### src/rtl/roi_pkg.sv
package roi_pkg;

    localparam int X_W    = 13;
    localparam int Y_W    = 12;
    localparam int PIX_W  = 24;
    localparam int CRC_W  = 32;
    localparam int REG_AW = 3;
    localparam int REG_DW = 32;
    localparam int Y_LSB  = 16;

    localparam logic [CRC_W-1:0] CRC_POLY = 32'h04C11DB7;

    // control register bit positions
    localparam int CB_EN   = 0;
    localparam int CB_LOCK = 1;
    localparam int CB_VSHI = 2;
    localparam int CB_HSHI = 3;
    localparam int CB_DEHI = 4;
    localparam int CB_FALL = 5;

    localparam logic [REG_AW-1:0] RA_CTRL = 3'd0;
    localparam logic [REG_AW-1:0] RA_ULC  = 3'd1;
    localparam logic [REG_AW-1:0] RA_LRC  = 3'd2;
    localparam logic [REG_AW-1:0] RA_REF  = 3'd3;
    localparam logic [REG_AW-1:0] RA_SIG  = 3'd4;

    typedef struct packed {
        logic             en;
        logic             lock;
        logic             vs_hi;
        logic             hs_hi;
        logic             de_hi;
        logic             fall;
        logic [X_W-1:0]   ulx;
        logic [Y_W-1:0]   uly;
        logic [X_W-1:0]   lrx;
        logic [Y_W-1:0]   lry;
        logic [CRC_W-1:0] ref_sig;
    } roi_cfg_t;

    // video sample, sync and enable already normalised to active high
    typedef struct packed {
        logic             vs;
        logic             hs;
        logic             de;
        logic [PIX_W-1:0] pix;
    } roi_smp_t;

    // one whole pixel folded into the CRC, most significant bit first
    function automatic logic [CRC_W-1:0] crc_fold(input logic [CRC_W-1:0] c,
                                                  input logic [PIX_W-1:0] d);
        logic [CRC_W-1:0] r;
        r = c;
        for (int i = PIX_W - 1; i >= 0; i--) begin
            if (r[CRC_W-1] ^ d[i]) r = (r << 1) ^ CRC_POLY;
            else                   r = r << 1;
        end
        return r;
    endfunction

endpackage

### src/rtl/roi_frame_core.sv
module roi_frame_core
    import roi_pkg::*;
(
    input  logic             clk,
    input  logic             rst_n,
    input  logic             en,
    input  logic [X_W-1:0]   ulx,
    input  logic [Y_W-1:0]   uly,
    input  logic [X_W-1:0]   lrx,
    input  logic [Y_W-1:0]   lry,
    input  logic [CRC_W-1:0] ref_sig,
    input  roi_smp_t         smp,
    output logic             frame_done,
    output logic             crc_mismatch,
    output logic [CRC_W-1:0] last_sig
);

    typedef struct packed {
        logic             vs_prev;
        logic             hs_prev;
        logic             in_frame;
        logic             line_act;
        logic [X_W-1:0]   x;
        logic [Y_W-1:0]   y;
        logic [CRC_W-1:0] crc;
        logic [CRC_W-1:0] last;
        logic             done;
        logic             mism;
    } core_st_t;

    core_st_t       st_d, st_q;
    logic           vs_edge, hs_edge, in_win;
    logic [X_W-1:0] x_cur;
    logic [Y_W-1:0] y_cur;

    always_comb begin
        st_d         = st_q;
        st_d.done    = 1'b0;
        st_d.mism    = 1'b0;
        st_d.vs_prev = smp.vs;
        st_d.hs_prev = smp.hs;

        vs_edge = smp.vs && !st_q.vs_prev;
        hs_edge = smp.hs && !st_q.hs_prev;
        x_cur   = hs_edge ? '0 : st_q.x;
        y_cur   = st_q.y;
        if (hs_edge && st_q.line_act && (st_q.y != '1)) y_cur = st_q.y + 1'b1;
        in_win  = (x_cur >= ulx) && (x_cur <= lrx) && (y_cur >= uly) && (y_cur <= lry);

        if (vs_edge) begin
            if (st_q.in_frame && en) begin
                st_d.last = st_q.crc;
                st_d.done = 1'b1;
                st_d.mism = (st_q.crc != ref_sig);
            end
            st_d.crc      = '0;
            st_d.x        = '0;
            st_d.y        = '0;
            st_d.line_act = 1'b0;
            st_d.in_frame = 1'b1;
        end else begin
            if (hs_edge) begin
                st_d.x        = '0;
                st_d.y        = y_cur;
                st_d.line_act = 1'b0;
            end
            if (smp.de && !smp.vs) begin
                st_d.y        = y_cur;
                st_d.line_act = 1'b1;
                if (x_cur != '1) st_d.x = x_cur + 1'b1;
                if (en && st_q.in_frame && in_win) st_d.crc = crc_fold(st_q.crc, smp.pix);
            end
        end
    end

    always_ff @(posedge clk or negedge rst_n) begin
        if (!rst_n) st_q <= '0;
        else        st_q <= st_d;
    end

    assign frame_done   = st_q.done;
    assign crc_mismatch = st_q.mism;
    assign last_sig     = st_q.last;

endmodule

### config.mk
export PLATFORM = sky130hd
export DESIGN_NAME = roi_frame_core
export DESIGN_NICKNAME = d
export VERILOG_FILES = /design/src/rtl/roi_pkg.sv /design/src/rtl/roi_frame_core.sv
export SDC_FILE = /design/constraint.sdc
export NUM_CORES = 1
export LEC_CHECK = 0
export ABC_AREA = 0
export BUFFER_PORTS_ARGS = -buffer_cell sky130_fd_sc_hd__buf_2
export CAP_MARGIN = 10
export CORE_MARGIN = 2
export CORE_UTILIZATION = 35
export CTS_BUF_LIST = sky130_fd_sc_hd__clkbuf_16
export CTS_CLUSTER_DIAMETER = 200
export DETAILED_ROUTE_END_ITERATION = 12
export GPL_ROUTABILITY_DRIVEN = 0
export HOLD_SLACK_MARGIN = 0.06
export PLACE_DENSITY = 0.55
export SYNTH_ARGS = -nofsm -noshare
export SYNTH_HDL_FRONTEND = slang
export SYNTH_SLANG_ARGS = --single-unit
### constraint.sdc
create_clock -name clk -period 4.6 [get_ports clk]
set_clock_uncertainty 0.15 [all_clocks]
set_input_delay 0.92 -clock clk [delete_from_list [all_inputs] [get_ports clk]]
set_output_delay 0.92 -clock clk [all_outputs]
set_load 0.005 [all_outputs]
==> results.sh, run 1 <==
export IMPL_dr_pass1_iters=4
export IMPL_route_vias_total=5738
export IMPL_slew_violations=0
export IMPL_nFillCells=2358
export IMPL_die_area_sq_um=24800
export IMPL_r2r_start="st_q[71]"
export IMPL_die_w_um=157
export IMPL_min_from="st_q[91]"
export IMPL_crit_path_start_kind="flip-flop"
export IMPL_cp_slowest_cell="dfrtp_1"
export IMPL_cp_arrival_ns=4.25
export IMPL_synth_seq_cells=95
export IMPL_drt_initial_drc_count=252
export IMPL_core_sq_um=23300
export IMPL_grt_pass1_vias=5927
export IMPL_tightest_slew_ns=1.02
export IMPL_cp_max_fo=28
export IMPL_drt_wirelength_per_cell_um=17.5
export IMPL_finalHoldViolCount=0
export IMPL_syn_nets=942
export IMPL_finalSetupTns_ns=0
export IMPL_max_freq_mhz=241
export IMPL_ir_drop_mv=0.309
export IMPL_numPortBuffers=145
export IMPL_period_share=0.902
export IMPL_dp_cells=1219
export IMPL_antenna_found_initial=4
export IMPL_fin_cells=1239
export IMPL_cap_violations=0
export IMPL_cts_tree="done"
export IMPL_grt_total_usage=0.182
export IMPL_antenna_left=0
export IMPL_worstSetupEndpointType="flip-flop"
export IMPL_leakagePower_nw=4.94
export IMPL_start_util=0.354
export IMPL_avgSynthCellArea_sq_um=10.6
export IMPL_postCtsHoldBufs=0
export IMPL_mappedNetlistArea_sq_um=8240
export IMPL_insertion_delay_ns=0.36
export IMPL_regToRegEndpoint="st_q[52]"
export IMPL_post_cts_buffers=0
export IMPL_netlist_instances=778
export IMPL_synth_top_cell_area_share=0.289
export IMPL_layout_nets=1075
export IMPL_yosysMostFrequentCell="xnor2_1"
export IMPL_crit_required_ns=4.70
export IMPL_grt_max_degree=48
export IMPL_outcome="completed"
export IMPL_grt_pass1_wl_um=33800
export IMPL_synthArstFlopShare=1.00
export IMPL_max_slew_margin=0.316
export IMPL_max_stage_delay_ns=0.44
export IMPL_cpMostUsedCell="and3_1"
export IMPL_drive_above_1_share=0.287
export IMPL_path_cells="and3_1 -> and3_1 -> nand3_1 -> o211a_1 -> and3_1 -> nand4_1 -> xnor2_1 -> ha_1 -> a21o_1 -> a21o_1 -> a21oi_1 -> o21ai_0 -> a221oi_1 -> o21bai_1 -> nand4b_1 -> buf_12 -> mux2_2"
export IMPL_ys_flop_type="dfrtp_1"
export IMPL_clk_pin_slew_ns=0.08
export IMPL_synth_warnings=0
export IMPL_hold_end="st_q[91]"
export IMPL_yosys_cell_types_count=44
export IMPL_reg2reg_slack_ns=0.45
export IMPL_p_per_area_nw_per_um2=471
export IMPL_synth_edf_count=0
export IMPL_routed_wl_um=21700
export IMPL_whs_ns=0.342
export IMPL_root_buffer="clkbuf_16"
export IMPL_seq_area_frac_synth=0.289
export IMPL_cts_buffer_depth=2
export IMPL_syn2layout_area_growth_pct=16.4
export IMPL_cts_inserted_buffers=9
export IMPL_clock_sinks=95
export IMPL_netlist_top_cells_area="dfrtp_1 (29%), xnor2_1 (17%), ha_1 (7.9%)"
export IMPL_post_cts_resized=0
export IMPL_r2r_cells=17
export IMPL_drc=0
export IMPL_overflow=0
export IMPL_synth_common_cells="xnor2_1 (163), dfrtp_1 (95), ha_1 (52), inv_1 (52), xor2_1 (47)"
export IMPL_hold_path_class="flip-flop to flip-flop"
export IMPL_vias_per_cell=4.63
export IMPL_rsz0062_at_grt="no"
export IMPL_finalSetupViolCount=0
export IMPL_postLayoutCoreUtil=0.412
export IMPL_dp_hpwl_um=17600
export IMPL_power_mw=4.52
export IMPL_ios=146
export IMPL_core_rowCount=56
export IMPL_die_height_um=157
export IMPL_htree_levels=3
export IMPL_crit_type="flip-flop to flip-flop"
export IMPL_hold_depth=2
export IMPL_synth_top_area_cell="dfrtp_1"
export IMPL_fin_crit_ns=4.15
[metal layers]
metal / track usage / share of wire / up-vias
met5: 0 / 0 / -
met4: 0.0351 / 0.012 / 0
met3: 0.0295 / 0.037 / 13
met2: 0.304 / 0.49 / 107
met1: 0.251 / 0.46 / 2768
li1: - / - / 2850
[layout by cell type, fill, tap and decap left out, types with 8 or more instances in the layout]
cell / synthesis / layout
xnor2_1: 163 / 163
buf_2: 0 / 144
dfrtp_1: 95 / 95
inv_1: 52 / 53
ha_1: 52 / 52
xor2_1: 47 / 47
nand2_1: 46 / 46
mux2_2: 35 / 35
mux2i_1: 31 / 31
buf_4: 32 / 26
nor2_1: 20 / 20
xnor2_2: 20 / 20
nand4_1: 19 / 19
and2_1: 15 / 15
a21oi_1: 12 / 12
xnor3_1: 9 / 9
a21o_1: 9 / 9
clkbuf_16: 0 / 9
nand2b_1: 9 / 8
nand3_1: 9 / 8
nor2b_1: 8 / 8
a32o_1: 8 / 8
[through the flow]
stage,area [sq um],worst slack (ns)
6_report,9590,0.451
5_1_grt,9590,0.0424
4_1_cts,9580,0.429
3_5_place_dp,9280,0.197
3_3_place_gp,9280,0.242
2_1_floorplan,8240,0.344
[critical path: cells and delay by family (launching register included)]
kind                     cells  cell delay (ns)
flip-flops                   1             0.44
AND/OR/NAND/NOR              6             1.13
XOR/XNOR                     1             0.22
buffers and inverters        1             0.25
multiplexers                 1             0.28
AO/OA/AOI/OAI                7             1.28
adder cells (fa/ha/maj)      1             0.29
[kinds of logic (layout without fill, tap and decap cells)]
kind of cell,count (synthesis),after routing,synth area share
XOR/XNOR,259,259,0.345
AND/OR/NAND/NOR,149,149,0.0928
buffers and inverters,101,239,0.0606
flip-flops,95,95,0.289
multiplexers,66,66,0.0855
AO/OA/AOI/OAI,56,56,0.0488
adder cells (fa/ha/maj),52,52,0.0790
other,0,4,0
[registers in the layout (all words and copies together) (netlist names)]
signal and count:
last_sig 32, crc_mismatch 1, st_q 61, frame_done 1
[area by class of cell]
cell class	instances	area, sq um	area share
Antenna cell	4	10.0	0.00104
Timing Repair Buffer	171	936	0.0976
Sequential cell	95	2380	0.248
Clock buffer	9	225	0.0235
Inverter	52	195	0.0204
Multi-Input combinational cell	582	5370	0.560
Clock inverter	7	78.8	0.00822
Tap cell	319	399	0.0416
[worst max-delay path by stage]
stage | from | to | cells past startpoint
finish | st_q[71] | st_q[52] | 17
floorplan | smp[25] | st_q[41] | 16
detailed placement | smp[25] | st_q[52] | 16
CTS | st_q[71] | st_q[52] | 17
global route | st_q[71] | st_q[52] | 17
global placement | smp[25] | st_q[52] | 15
[where the power goes]
group | leakage (nW) | internal (mW) | switching (mW)
Sequential | 1.31 | 0.841 | 0.00372
Combinational | 3.47 | 1.41 | 1.48
Clock | 0.150 | 0.429 | 0.363
Total | 4.94 | 2.68 | 1.84
Power figures use the tool's default switching activity.
==> run 2: changes to the inputs <==
--- a/config.mk
+++ b/config.mk
@@ -8,6 +8,8 @@
 export ABC_AREA = 0
 export BUFFER_PORTS_ARGS = -buffer_cell sky130_fd_sc_hd__buf_2
 export CAP_MARGIN = 10
+export CELL_PAD_IN_SITES_DETAIL_PLACEMENT = 1
+export CELL_PAD_IN_SITES_GLOBAL_PLACEMENT = 2
 export CORE_MARGIN = 2
 export CORE_UTILIZATION = 35
 export CTS_BUF_LIST = sky130_fd_sc_hd__clkbuf_16
@@ -15,7 +17,7 @@
 export DETAILED_ROUTE_END_ITERATION = 12
 export GPL_ROUTABILITY_DRIVEN = 0
 export HOLD_SLACK_MARGIN = 0.06
-export PLACE_DENSITY = 0.55
+export PLACE_DENSITY = 0.79
 export SYNTH_ARGS = -nofsm -noshare
 export SYNTH_HDL_FRONTEND = slang
 export SYNTH_SLANG_ARGS = --single-unit
==> constraint.sdc (replaced) <==
create_clock -name clk -period 4.6 [get_ports clk]
set_clock_uncertainty 0.15 [all_clocks]
set_input_delay 0.23 -clock clk [delete_from_list [all_inputs] [get_ports clk]]
set_output_delay 0.23 -clock clk [all_outputs]
set_load 0.005 [all_outputs]
==> run 2 against run 1 <==
- critical path depth did not move
- sequential share of layout area is 0.36 points higher
- setup slack worse by 0.065 ns
- final cell count decreased by 1.5%
- highest routed layer unchanged
- global-route usage up 1.2 points
- combinational power fell by 2%
- register-to-register slack got worse by 0.07 ns
- utilization decreased by 0.59 points
- die area stayed put
- clock power is 10% lower
- total power fell by 3.4%
- first-iteration DRC count fell by 14%
==> results.sh, run 2 (same netlist as run 1, synthesis figures left out) <==
export IMPL_cts_tree="done"
export IMPL_p_clk_frac=0.163
export IMPL_grt_total_usage=0.194
export IMPL_die_area_sq_um=24800
export IMPL_regArea_sq_um=2380
export IMPL_cp_arrival_ns=4.30
export IMPL_dp_hpwl_um=18700
export IMPL_fin_crit_ns=4.21
export IMPL_core_rowCount=56
export IMPL_multi_input_area_sq_um=5370
export IMPL_insertion_delay_ns=0.36
export IMPL_drt_wirelength_per_cell_um=19.0
export IMPL_grt_max_degree=53
export IMPL_p_switching_mw=1.81
export IMPL_cts_inserted_buffers=9
export IMPL_root_buffer="clkbuf_16"
export IMPL_rsz0062_at_grt="no"
export IMPL_cts_buffer_depth=2
export IMPL_final_cell_mix="xnor2_1 (163), buf_2 (144), dfrtp_1 (95)"
export IMPL_crit_type="flip-flop to flip-flop"
export IMPL_largest_register="st_q"
export IMPL_p_per_area_nw_per_um2=462
export IMPL_antenna_cells=0
export IMPL_vias_per_cell=4.74
export IMPL_clk_pin_slew_ns=0.08
export IMPL_postLayoutCoreUtil=0.406
export IMPL_finalHoldViolCount=0
export IMPL_max_slew_margin=0.326
export IMPL_comb_power_share=0.644
export IMPL_crit_path_start_kind="flip-flop"
export IMPL_grt_pass1_wl_um=36000
export IMPL_max_stage_delay_ns=0.43
export IMPL_path_cells="and3_1 -> and3_1 -> nand3_1 -> o211a_1 -> and3_1 -> nand4_1 -> xnor2_1 -> ha_1 -> a21o_1 -> a21o_1 -> a21oi_1 -> o21ai_0 -> a221oi_1 -> o21bai_1 -> nand4b_1 -> buf_12 -> mux2_2"
export IMPL_tightest_slew_ns=1.01
export IMPL_drt_initial_drc_count=216
export IMPL_cp_max_fo=28
export IMPL_cp_num_buf_inv=1
export IMPL_switching_share=0.415
export IMPL_start_util=0.354
export IMPL_antenna_left=0
export IMPL_hold_path_class="input port to flip-flop"
export IMPL_power_frac_seq=0.194
export IMPL_cap_violations=0
export IMPL_crit_required_ns=4.69
export IMPL_ios=146
export IMPL_htree_levels=3
export IMPL_outcome="completed"
export IMPL_final_common_cell="xnor2_1"
export IMPL_antenna_found_initial=0
export IMPL_finalSetupTns_ns=0
export IMPL_nFillCells=2675
export IMPL_max_freq_mhz=237
export IMPL_die_height_um=157
export IMPL_routed_wl_um=23200
export IMPL_drive_above_1_share=0.271
export IMPL_worstSetupEndpointType="flip-flop"
export IMPL_syn2layout_area_growth_pct=14.8
export IMPL_dr_pass1_iters=4
export IMPL_ir_drop_mv=0.375
export IMPL_clock_sinks=95
export IMPL_drc=0
export IMPL_numPortBuffers=145
export IMPL_internal_power_mw=2.55
export IMPL_cp_top_family="compound AO/OA/AOI/OAI gates"
export IMPL_cpMostUsedCell="and3_1"
export IMPL_slew_violations=0
export IMPL_finalSetupViolCount=0
export IMPL_layout_nets=1062
export IMPL_grt_pass1_vias=6309
export IMPL_largest_reg_flops=61
export IMPL_route_vias_total=5783
export IMPL_overflow=0
export IMPL_die_w_um=157
export IMPL_cp_slowest_cell="dfrtp_1"
export IMPL_leakagePower_nw=4.85
export IMPL_core_sq_um=23300
export IMPL_period_share=0.916
run 2: changes by cell type in the layout (fill, tap and decap cells not counted):
cell,delta
dlygate4sd3_1,+4
inv_6,-1
clkinvlp_4,+1
bufinv_16,-1
inv_8,-1
buf_4,-17
inv_1,+1
diode_2,-4
run 2: per-stage QoR:
| step | hold slack (ns) | total power, mW | setup slack, ns | std cells | cell area, sq um |
|---|---|---|---|---|---|
| 2_1_floorplan | -0.216 | 3.09 | 0.598 | 778 | 8240 |
| 3_3_place_gp | 0.164 | 3.66 | 0.494 | 1202 | 9150 |
| 3_5_place_dp | 0.172 | 3.68 | 0.402 | 1202 | 9150 |
| 4_1_cts | 0.152 | 4.43 | 0.383 | 1221 | 9450 |
| 5_1_grt | 0.186 | 4.64 | 0.0468 | 1221 | 9450 |
| 6_report | 0.161 | 4.36 | 0.386 | 1221 | 9450 |
run 2: power by group through the flow:
stage               Clock (mW)  Combinational, mW  Sequential, mW
floorplan                    0               2.23           0.861
global placement             0               2.80           0.861
detailed placement           0               2.82           0.861
CTS                      0.736               2.84           0.845
global route             0.757               3.04           0.845
finish                   0.711               2.81           0.845
run 2: what timing repair did:
item | 4_1_cts | 5_1_grt
hold buffers | 4 | 0
endpoints found under the hold margin | 54 | 0
buffers inserted | 0 | 0
resized for setup | 0 | 0
run 2: final timing paths:
kind,startpoint,to,slack [ns],cells after the start
min in group asynchronous,rst_n,last_sig[14],0.30,2
worst min-delay path,ref_sig[6],crc_mismatch,0.16,5
worst max register to register,st_q[71],st_q[52],0.39,17
worst max-delay path,st_q[71],st_q[52],0.39,17
max in group asynchronous,rst_n,st_q[85],2.94,3
worst min register to register,last_sig[0],last_sig[0],0.35,1
run 2: area by class of cell:
class | instances | area share
Multi-Input combinational cell | 582 | 0.568
Sequential cell | 95 | 0.251
Timing Repair Buffer | 158 | 0.0897
Tap cell | 319 | 0.0422
Clock buffer | 9 | 0.0238
Inverter | 52 | 0.0206
Clock inverter | 6 | 0.00424
run 2: metal layers:
metal | global-route usage | wire length (um) | up-vias
li1 | - | - | 2807
met1 | 0.256 | 10600 | 2857
met2 | 0.336 | 11500 | 101
met3 | 0.0267 | 790 | 18
met4 | 0.0472 | 365 | 0
met5 | 0 | 0 | -
run 2: tightest hold or removal path, cell delays in order:
cell and delay (ns):
buf_2 0.08, xnor2_1 0.05, nand4_1 0.07, nor4_1 0.06, a21oi_1 0.13
==> run 3: changes to the inputs <==
--- a/config.mk
+++ b/config.mk
@@ -10,14 +10,15 @@
 export CAP_MARGIN = 10
 export CELL_PAD_IN_SITES_DETAIL_PLACEMENT = 1
 export CELL_PAD_IN_SITES_GLOBAL_PLACEMENT = 2
+export CORE_ASPECT_RATIO = 1.2
 export CORE_MARGIN = 2
-export CORE_UTILIZATION = 35
+export CORE_UTILIZATION = 33
 export CTS_BUF_LIST = sky130_fd_sc_hd__clkbuf_16
 export CTS_CLUSTER_DIAMETER = 200
 export DETAILED_ROUTE_END_ITERATION = 12
 export GPL_ROUTABILITY_DRIVEN = 0
 export HOLD_SLACK_MARGIN = 0.06
-export PLACE_DENSITY = 0.79
+export PLACE_DENSITY = 0.78
 export SYNTH_ARGS = -nofsm -noshare
 export SYNTH_HDL_FRONTEND = slang
 export SYNTH_SLANG_ARGS = --single-unit
==> constraint.sdc (replaced) <==
create_clock -name clk -period 3.4 [get_ports clk]
set_clock_uncertainty 0.15 [all_clocks]
set_input_delay 0.17 -clock clk [delete_from_list [all_inputs] [get_ports clk]]
set_output_delay 0.17 -clock clk [all_outputs]
set_load 0.005 [all_outputs]
==> run 3 against run 2 <==
- largest power group unchanged
- combinational power increased by 57%
- register-to-register slack got worse by 0.63 ns
- worst hold slack got worse by 0.073 ns
- the run now ends with setup timing left
==> results.sh, run 3 (same netlist as run 1, synthesis figures left out) <==
export IMPL_multi_input_area_sq_um=5510
export IMPL_rsz0062_at_grt="yes"
export IMPL_htree_levels=3
export IMPL_leakagePower_nw=5.46
export IMPL_die_area_sq_um=26200
export IMPL_antenna_found_initial=0
export IMPL_syn2layout_area_growth_pct=28.0
export IMPL_cts_buffer_depth=2
export IMPL_finalSetupTns_ns=-6.48
export IMPL_tightest_slew_ns=0.952
export IMPL_core_sq_um=24600
export IMPL_finalSetupViolCount=32
export IMPL_max_slew_margin=0.365
export IMPL_drt_initial_drc_count=205
export IMPL_hold_path_class="input port to flip-flop"
export IMPL_vias_per_cell=4.64
export IMPL_antenna_left=0
export IMPL_outcome="finished with violations"
export IMPL_drive_above_1_share=0.377
export IMPL_dr_pass1_iters=4
export IMPL_cap_violations=0
export IMPL_clk_pin_slew_ns=0.07
export IMPL_largest_reg_flops=61
export IMPL_place_area_sq_um=10000
export IMPL_regArea_sq_um=2380
export IMPL_crit_required_ns=3.48
export IMPL_cp_max_fo=12
export IMPL_ios=146
export IMPL_pre_cts_ws_ns=-0.397
export IMPL_postLayoutCoreUtil=0.429
export IMPL_grt_pass1_vias=6888
export IMPL_ir_drop_mv=0.464
export IMPL_cts_tree="done"
export IMPL_worstSetupEndpointType="flip-flop"
export IMPL_grt_total_usage=0.196
export IMPL_fin_cells=1345
export IMPL_max_freq_mhz=274
export IMPL_layout_nets=1179
export IMPL_cts_inserted_buffers=9
export IMPL_start_util=0.335
export IMPL_power_mw=6.62
export IMPL_routed_wl_um=25200
export IMPL_final_cell_mix="xnor2_1 (161), buf_2 (144), buf_4 (122)"
export IMPL_root_buffer="clkbuf_16"
export IMPL_period_share=1.07
export IMPL_grt_pass1_wl_um=38600
export IMPL_insertion_delay_ns=0.36
export IMPL_dp_cells=1318
export IMPL_dp_hpwl_um=20800
export IMPL_antenna_cells=0
export IMPL_cp_arrival_ns=3.72
export IMPL_whs_ns=0.0875
export IMPL_fin_crit_ns=3.65
export IMPL_clock_sinks=95
export IMPL_p_per_area_nw_per_um2=628
export IMPL_final_cell_area_sq_um=10500
export IMPL_nFillCells=2838
export IMPL_violations="setup timing"
export IMPL_largest_register="st_q"
export IMPL_slew_violations=0
export IMPL_grt_max_degree=96
export IMPL_worst_slack_ns=-0.248
export IMPL_core_rowCount=63
export IMPL_drc=0
export IMPL_final_common_cell="xnor2_1"
export IMPL_overflow=0
export IMPL_numPortBuffers=145
export IMPL_drt_wirelength_per_cell_um=18.7
export IMPL_crit_type="flip-flop to flip-flop"
export IMPL_crit_path_start_kind="flip-flop"
export IMPL_finalHoldViolCount=0
export IMPL_route_vias_total=6244
export IMPL_die_w_um=148
export IMPL_die_height_um=177
-- run 3: area by class of cell --
cell class | count | area share
Multi-Input combinational cell | 582 | 0.522
Timing Repair Buffer | 275 | 0.167
Tap cell | 325 | 0.0386
Sequential cell | 95 | 0.226
Clock buffer | 9 | 0.0214
Inverter | 52 | 0.0185
Clock inverter | 7 | 0.00677
-- run 3: where the power goes --
part	switching, mW	total [mW]	internal, mW
logic	2.12	4.42	2.30
clock network	0.483	1.06	0.573
registers	0.00460	1.14	1.14
total	2.60	6.62	4.01
-- run 3: what timing repair did --
action	in CTS	in global routing
hold buffers	4	0
setup buffers	5	4
setup endpoints to repair	32	32
endpoints found under the hold margin	99	0
pin swaps	9	7
gates resized for setup	19	7
-- run 3: path summary, 6_finish.rpt --
check,to,from,cells past startpoint,slack [ns]
max reg2reg,st_q[54],st_q[72],18,-0.25
min reg2reg,last_sig[11],last_sig[11],1,0.35
max in group asynchronous,last_sig[31],rst_n,3,2.41
max,st_q[54],st_q[72],18,-0.25
min,crc_mismatch,ref_sig[6],5,0.09
min in group asynchronous,last_sig[10],rst_n,3,0.24
-- run 3: layer usage --
| layer | track usage | up-vias | share of wire |
|---|---|---|---|
| li1 | - | 3039 | - |
| met1 | 0.234 | 3056 | 0.42 |
| met2 | 0.366 | 124 | 0.53 |
| met3 | 0.0222 | 25 | 0.027 |
| met4 | 0.0615 | 0 | 0.023 |
| met5 | 0 | - | 0 |
-- run 3: worst max-delay path: stages (launching register included) --
cell and delay [ns]:
dfrtp_1 0.38, and3_4 0.18, and3_4 0.16, nand3_4 0.08
o211a_4 0.19, and3_4 0.21, nand4_1 0.12, xnor2_2 0.17
ha_1 0.31, a21o_1 0.17, a21o_1 0.16, a21oi_2 0.14
o21ai_2 0.07, a221oi_2 0.26, o21bai_1 0.08, nand4b_1 0.19
buf_6 0.18, buf_12 0.15, mux2i_2 0.15
